[config.mk]
export PLATFORM = sky130hd
export DESIGN_NAME = guard_wdog
export DESIGN_NICKNAME = d
export VERILOG_FILES = /design/src/rtl/guard_wdog_pkg.sv /design/src/rtl/gw_access.sv /design/src/rtl/gw_counter.sv /design/src/rtl/gw_reset_gen.sv /design/src/rtl/guard_wdog.sv
export SDC_FILE = /design/constraint.sdc
export NUM_CORES = 1
export LEC_CHECK = 0
export BUFFER_PORTS_ARGS = -buffer_cell sky130_fd_sc_hd__buf_2
export CORE_ASPECT_RATIO = 1.25
export CORE_MARGIN = 4
export CORE_UTILIZATION = 55
export DETAILED_ROUTE_END_ITERATION = 12
export PLACE_DENSITY = 0.78
export SYNTH_ARGS = -nofsm -noshare
export SYNTH_HDL_FRONTEND = slang
export SYNTH_SLANG_ARGS = --single-unit
[constraint.sdc]
create_clock -name clk -period 3.5 [get_ports clk]
set_input_delay 0.875 -clock clk [delete_from_list [all_inputs] [get_ports clk]]
set_output_delay 0.875 -clock clk [all_outputs]
set_load 0.05 [all_outputs]
[src/rtl/guard_wdog_pkg.sv]
package guard_wdog_pkg;
  localparam int DW = 8;
  localparam logic [DW-1:0] ARM_KEY  = 8'hAC;
  localparam logic [DW-1:0] KEY_ECHO = 8'h9A;
  localparam logic [2:0]    MODE_TOP = 3'b011;
  localparam int SHUT_BIT = 4;

  localparam int CZ_W      = 3;
  localparam int CZ_OVF    = 0;
  localparam int CZ_REMODE = 1;
  localparam int CZ_KEY    = 2;

  typedef logic [CZ_W-1:0] cause_t;

  typedef enum logic {
    SEL_MODE = 1'b0,
    SEL_ARM  = 1'b1
  } reg_sel_e;
endpackage

[src/rtl/gw_access.sv]
module gw_access
  import guard_wdog_pkg::*;
#(
  parameter int SEL_W = 3,
  parameter logic [SEL_W-1:0] SEL_RST = '1
) (
  input  logic             clk,
  input  logic             rst_n,
  input  logic             stoppable_i,
  input  logic             wr_en_i,
  input  logic             rd_en_i,
  input  logic             addr_i,
  input  logic             bit_op_i,
  input  logic [DW-1:0]    wdata_i,
  output logic [DW-1:0]    rdata_o,
  output logic [SEL_W-1:0] sel_o,
  output logic             halted_o,
  output logic             clr_o,
  output cause_t           bad_o
);
  logic             written_q;
  logic             halted_q;
  logic [SEL_W-1:0] sel_q;
  logic             mode_byte;
  logic             arm_wr;
  logic             arm_ok;
  logic [DW-1:0]    mode_view;
  logic             wdata_unused;

  assign wdata_unused = ^wdata_i;

  always_comb begin
    mode_byte = wr_en_i && !halted_q && (reg_sel_e'(addr_i) == SEL_MODE) && !bit_op_i;
    arm_wr    = wr_en_i && !halted_q && (reg_sel_e'(addr_i) == SEL_ARM);
    arm_ok    = arm_wr && !bit_op_i && (wdata_i == ARM_KEY);
    bad_o            = '0;
    bad_o[CZ_REMODE] = mode_byte && written_q;
    bad_o[CZ_KEY]    = arm_wr && !arm_ok;
  end

  assign clr_o = arm_ok;

  always_ff @(posedge clk or negedge rst_n) begin
    if (!rst_n) begin
      written_q <= 1'b0;
      halted_q  <= 1'b0;
      sel_q     <= SEL_RST;
    end else if (mode_byte && !written_q) begin
      written_q <= 1'b1;
      sel_q     <= wdata_i[SEL_W-1:0];
      if (stoppable_i && wdata_i[SHUT_BIT]) halted_q <= 1'b1;
    end
  end

  always_comb begin
    mode_view               = '0;
    mode_view[DW-1 -: 3]    = MODE_TOP;
    mode_view[SHUT_BIT]     = halted_q;
    mode_view[SEL_W-1:0]    = sel_q;
  end

  always_comb begin
    if (!rd_en_i)                             rdata_o = '0;
    else if (reg_sel_e'(addr_i) == SEL_ARM)   rdata_o = KEY_ECHO;
    else                                      rdata_o = mode_view;
  end

  assign sel_o    = sel_q;
  assign halted_o = halted_q;
endmodule

[src/rtl/gw_counter.sv]
module gw_counter #(
  parameter int CNT_W    = 18,
  parameter int SEL_W    = 3,
  parameter int BASE_EXP = 10
) (
  input  logic             clk,
  input  logic             rst_n,
  input  logic             run_i,
  input  logic             tick_i,
  input  logic             clr_i,
  input  logic [SEL_W-1:0] sel_i,
  output logic             ovf_o
);
  localparam int SPAN = 1 << SEL_W;

  logic [CNT_W-1:0] cnt_q;
  logic [CNT_W-1:0] last_val [SPAN];
  logic             at_end;
  logic             step;

  for (genvar g = 0; g < SPAN; g++) begin : g_last
    assign last_val[g] = CNT_W'((64'd1 << (BASE_EXP + g)) - 64'd1);
  end

  assign at_end = (cnt_q >= last_val[sel_i]);
  assign step   = run_i && tick_i && !clr_i;
  assign ovf_o  = step && at_end;

  always_ff @(posedge clk or negedge rst_n) begin
    if (!rst_n)       cnt_q <= '0;
    else if (clr_i)   cnt_q <= '0;
    else if (step)    cnt_q <= at_end ? '0 : cnt_q + 1'b1;
  end
endmodule

[src/rtl/gw_reset_gen.sv]
module gw_reset_gen
  import guard_wdog_pkg::*;
(
  input  logic   clk,
  input  logic   rst_n,
  input  logic   halted_i,
  input  logic   osc_i,
  input  cause_t bad_i,
  input  logic   ovf_i,
  output logic   req_o,
  output cause_t cause_o
);
  cause_t pend_q;
  cause_t cause_q;
  cause_t fire;
  logic   req_q;

  always_comb begin
    fire = '0;
    if (!halted_i) begin
      if (osc_i) fire = bad_i | pend_q;
      fire[CZ_OVF] = fire[CZ_OVF] | ovf_i;
    end
  end

  always_ff @(posedge clk or negedge rst_n) begin
    if (!rst_n) begin
      req_q   <= 1'b0;
      cause_q <= '0;
      pend_q  <= '0;
    end else begin
      req_q   <= |fire;
      cause_q <= cause_q | fire;
      if (halted_i || osc_i) pend_q <= '0;
      else                   pend_q <= pend_q | bad_i;
    end
  end

  assign req_o   = req_q;
  assign cause_o = cause_q;
endmodule

[src/rtl/guard_wdog.sv]
module guard_wdog
  import guard_wdog_pkg::*;
#(
  parameter int CNT_W    = 18,
  parameter int SEL_W    = 3,
  parameter int BASE_EXP = 10
) (
  input  logic          clk,
  input  logic          rst_n,
  input  logic          tick_i,
  input  logic          osc_run_i,
  input  logic          stoppable_i,
  input  logic          halt_i,
  input  logic          stop_i,
  input  logic          wr_en_i,
  input  logic          rd_en_i,
  input  logic          addr_i,
  input  logic          bit_op_i,
  input  logic [7:0]    wdata_i,
  output logic [7:0]    rdata_o,
  output logic          rst_req_o,
  output logic [2:0]    cause_o
);
  logic [SEL_W-1:0] sel;
  logic             halted;
  logic             clr;
  logic             ovf;
  logic             run;
  cause_t           bad;

  assign run = !halted && osc_run_i && !(stoppable_i && (halt_i || stop_i));

  gw_access #(.SEL_W(SEL_W)) u_access (
    .clk        (clk),
    .rst_n      (rst_n),
    .stoppable_i(stoppable_i),
    .wr_en_i    (wr_en_i),
    .rd_en_i    (rd_en_i),
    .addr_i     (addr_i),
    .bit_op_i   (bit_op_i),
    .wdata_i    (wdata_i),
    .rdata_o    (rdata_o),
    .sel_o      (sel),
    .halted_o   (halted),
    .clr_o      (clr),
    .bad_o      (bad)
  );

  gw_counter #(.CNT_W(CNT_W), .SEL_W(SEL_W), .BASE_EXP(BASE_EXP)) u_counter (
    .clk   (clk),
    .rst_n (rst_n),
    .run_i (run),
    .tick_i(tick_i),
    .clr_i (clr),
    .sel_i (sel),
    .ovf_o (ovf)
  );

  gw_reset_gen u_rgen (
    .clk     (clk),
    .rst_n   (rst_n),
    .halted_i(halted),
    .osc_i   (osc_run_i),
    .bad_i   (bad),
    .ovf_i   (ovf),
    .req_o   (rst_req_o),
    .cause_o (cause_o)
  );
endmodule

==> results.toml <==
[cts]
cts_buffer_depth = 2
cts-root-buf = "clkbuf_8"
clkTransAtPathRegs_ns = 0.06
ctsHoldBuffers = 0
cts_made_buffers = 5
clk_latency_ns = 0.28
tritoncts_num_sinks = 29
cts_resized = 0
postCtsSetupBuffers = 0
cts_htree_levels = 2
cts_tree = "yes"

[finish]
fin_util = 0.654
final_common_cell = "buf_2"
fin_nets = 242
num_antenna_cells = 0
area_growth_pct = 14.9
final_cell_mix = "30 x buf_2, 26 x dfrtp_1, 18 x nand3_1"
drive_gt1_frac = 0.278
register_area_um2 = 729
multi_input_area_um2 = 1020
fill_cells = 270

[grt]
grt_pass1_vias = 1600
grt_pass1_wl_um = 7260
grt_overflow = 0
grt_max_degree = 30
antenna_found_initial = 0
grt_usage = 0.222

[floorplanning]
ios = 31
core_um2 = 3190
die_h_um = 72.3
die-area_um2 = 4300
die_x_um = 59.4
start_util = 0.569
rows = 23

[detailed_routing]
wl_per_cell_um = 17.2
routed_wirelength_um = 4350
drtIter0Drc = 143
drc_errors = 0
via_per_inst = 6.43
vias = 1628
postRouteAntennaNets = 0
firstDrtPassIters = 4

[worst_setup_path]
endpoint_kind = "flop"
timing.rr.start = "u_access.sel_o[1]"
cpPeakStageDelay_ns = 0.60
critPathSlowestCell = "dfstp_2"
cp_max_fo = 12
r2r_cells = 8
critPathKind = "reg -> reg"
worstPathRequired_ns = 3.69
critPathTopFamily = "compound AO/OA/AOI/OAI gates"
cp_num_buf_inv = 1
rrSetupSlack_ns = 0.82
crit_chain = "nand2_1, ha_1, a21o_1, a211oi_2, nor3b_4, buf_4, a31oi_1, mux2i_1"
reg2reg_to = "u_counter.cnt_q[3]"
crit_path_start_kind = "flop"
arrival_ns = 2.88

[timing]
worst_pin_slew_ns = 0.700
rsz0062_at_grt = "false"
setup_viol = 0
fin_tns_setup_ns = 0
fmax_mhz = 373
fin_skew_ns = 0.00616
hold_viol = 0
finalCriticalPeriod_ns = 2.68
fin_crit_sh = 0.766
max_slew_margin = 0.533
slew_viol_final = 0

[synthesis]
synth_fp_nets = 212
yosysSeqAreaShare = 0.401
synth_flop_cell = "dfrtp_1"
synth_edf_count = 0
ys_ff_latch = 29
synth.distinct_cells = 57
synthCells = 185
ys_warn_count = 0
async_reset_ff_frac = 1.00
syn_area_um2 = 1820
avgSynthCellArea_um2 = 9.83

[worst_hold_path]
hp-start = "u_rgen.cause_o[0]"
whs_endpoint = "u_rgen.cause_o[0]"
whs_path_depth = 1
min_path_type = "reg -> reg"

[pwr]
power_frac_clock = 0.360
p_total_mw = 0.985
switching_share = 0.301
power.internal_mw = 0.689
pwr-share-comb = 0.208
p_per_area_nw_per_um2 = 472
p_leak_nw = 0.904
p_sw_mw = 0.296
ir_drop_uv = 268
seqPwrFrac = 0.432

[run_status]
status = "finished, final reports clean"

[run]
maxCapViolCount = 0

[placement]
place.gp.congestion = 0.893
dpl.hpwl_um = 3190
portBuffers = 30
==> worst max path at each step <==
stage                       from  cells after the start  slack (ns)                  to
2_1_floorplan            rd_en_i                      2        0.42          rdata_o[0]
3_3_place_gp   u_access.sel_o[2]                      7        0.98  u_counter.cnt_q[5]
3_5_place_dp   u_access.sel_o[1]                      8        0.86  u_counter.cnt_q[3]
4_1_cts        u_access.sel_o[1]                      8        0.85  u_counter.cnt_q[3]
5_1_grt        u_access.sel_o[1]                      8        0.62  u_counter.cnt_q[2]
6_report       u_access.sel_o[1]                      8        0.82  u_counter.cnt_q[3]
==> power groups by stage <==
| stage | clock network (mW) | registers [mW] | logic, mW |
|---|---|---|---|
| 4_1_cts | 0.363 | 0.424 | 0.207 |
| 3_3_place_gp | 0 | 0.426 | 0.194 |
| 6_report | 0.354 | 0.426 | 0.205 |
| 3_5_place_dp | 0 | 0.430 | 0.205 |
| 2_1_floorplan | 0 | 0.430 | 0.144 |
| 5_1_grt | 0.381 | 0.433 | 0.231 |
==> cells in the mapped netlist (all sizes together) (4+ instances only) <==
cell	n	area (um^2)
nand4	10	77.6
a21oi	6	30.0
dfrtp	26	651
or2	6	37.5
nand2	16	62.6
o21ai	7	38.8
nor2	4	15.0
nand3	18	90.1
a31oi	6	37.5
and3	5	31.3
buf	8	53.8
nor3	5	25.0
o31ai	4	35.0
and2	4	25.0
mux2i	6	60.1
ha	8	100
==> per-stage QoR <==
step	cells	instance area (um^2)	setup WS, ns	hold slack [ns]
after CTS	253	2090	0.852	0.462
after global routing	253	2090	0.622	0.472
after detailed placement	245	1970	0.864	0.447
after global placement	245	1970	0.975	0.443
final	253	2090	0.818	0.459
after floorplan	185	1820	0.423	0.464
==> cell families after synthesis <==
group                      Yosys count  synth area share
AOI/OAI and AO/OA                   39             0.153
xor gates and xnor gates             1           0.00482
adders and majority gates            8            0.0551
buffers and inverters               11            0.0358
DFF                                 29             0.401
muxes                                8            0.0454
and+or+nand+nor                     89             0.305
==> layer usage <==
metal / vias to the layer above / wire length [um] / track usage
met5: - / 0 / 0
met2: 63 / 2310 / 0.384
met1: 790 / 1670 / 0.254
met3: 8 / 285 / 0.0552
li1: 767 / - / -
met4: 0 / 82 / 0.0932
==> flip-flops by register name, indices dropped and copies added, names as in the netlist <==
register,flops
u_access.sel_o,3
u_rgen.cause_o,3
u_rgen.req_o,1
u_access.written_q,1
u_access.halted_o,1
u_rgen.pend_q,2
u_counter.cnt_q,18
==> area by class of cell <==
cell class	instances	share of cell area
Inverter	2	0.00359
Sequential cell	29	0.349
Multi-Input combinational cell	145	0.490
Clock buffer	7	0.0413
Timing Repair Buffer	32	0.0791
Tap cell	37	0.0222
Clock inverter	1	0.0144
==> worst register-to-register path: stages (launching register included) <==
cell and delay [ns]:
dfstp_2 0.60, nand2_1 0.07, ha_1 0.28, a21o_1 0.17, a211oi_2 0.38, nor3b_4 0.55, buf_4 0.27, a31oi_1 0.09
mux2i_1 0.18
Note: power is estimated with default switching activity, not from simulation.
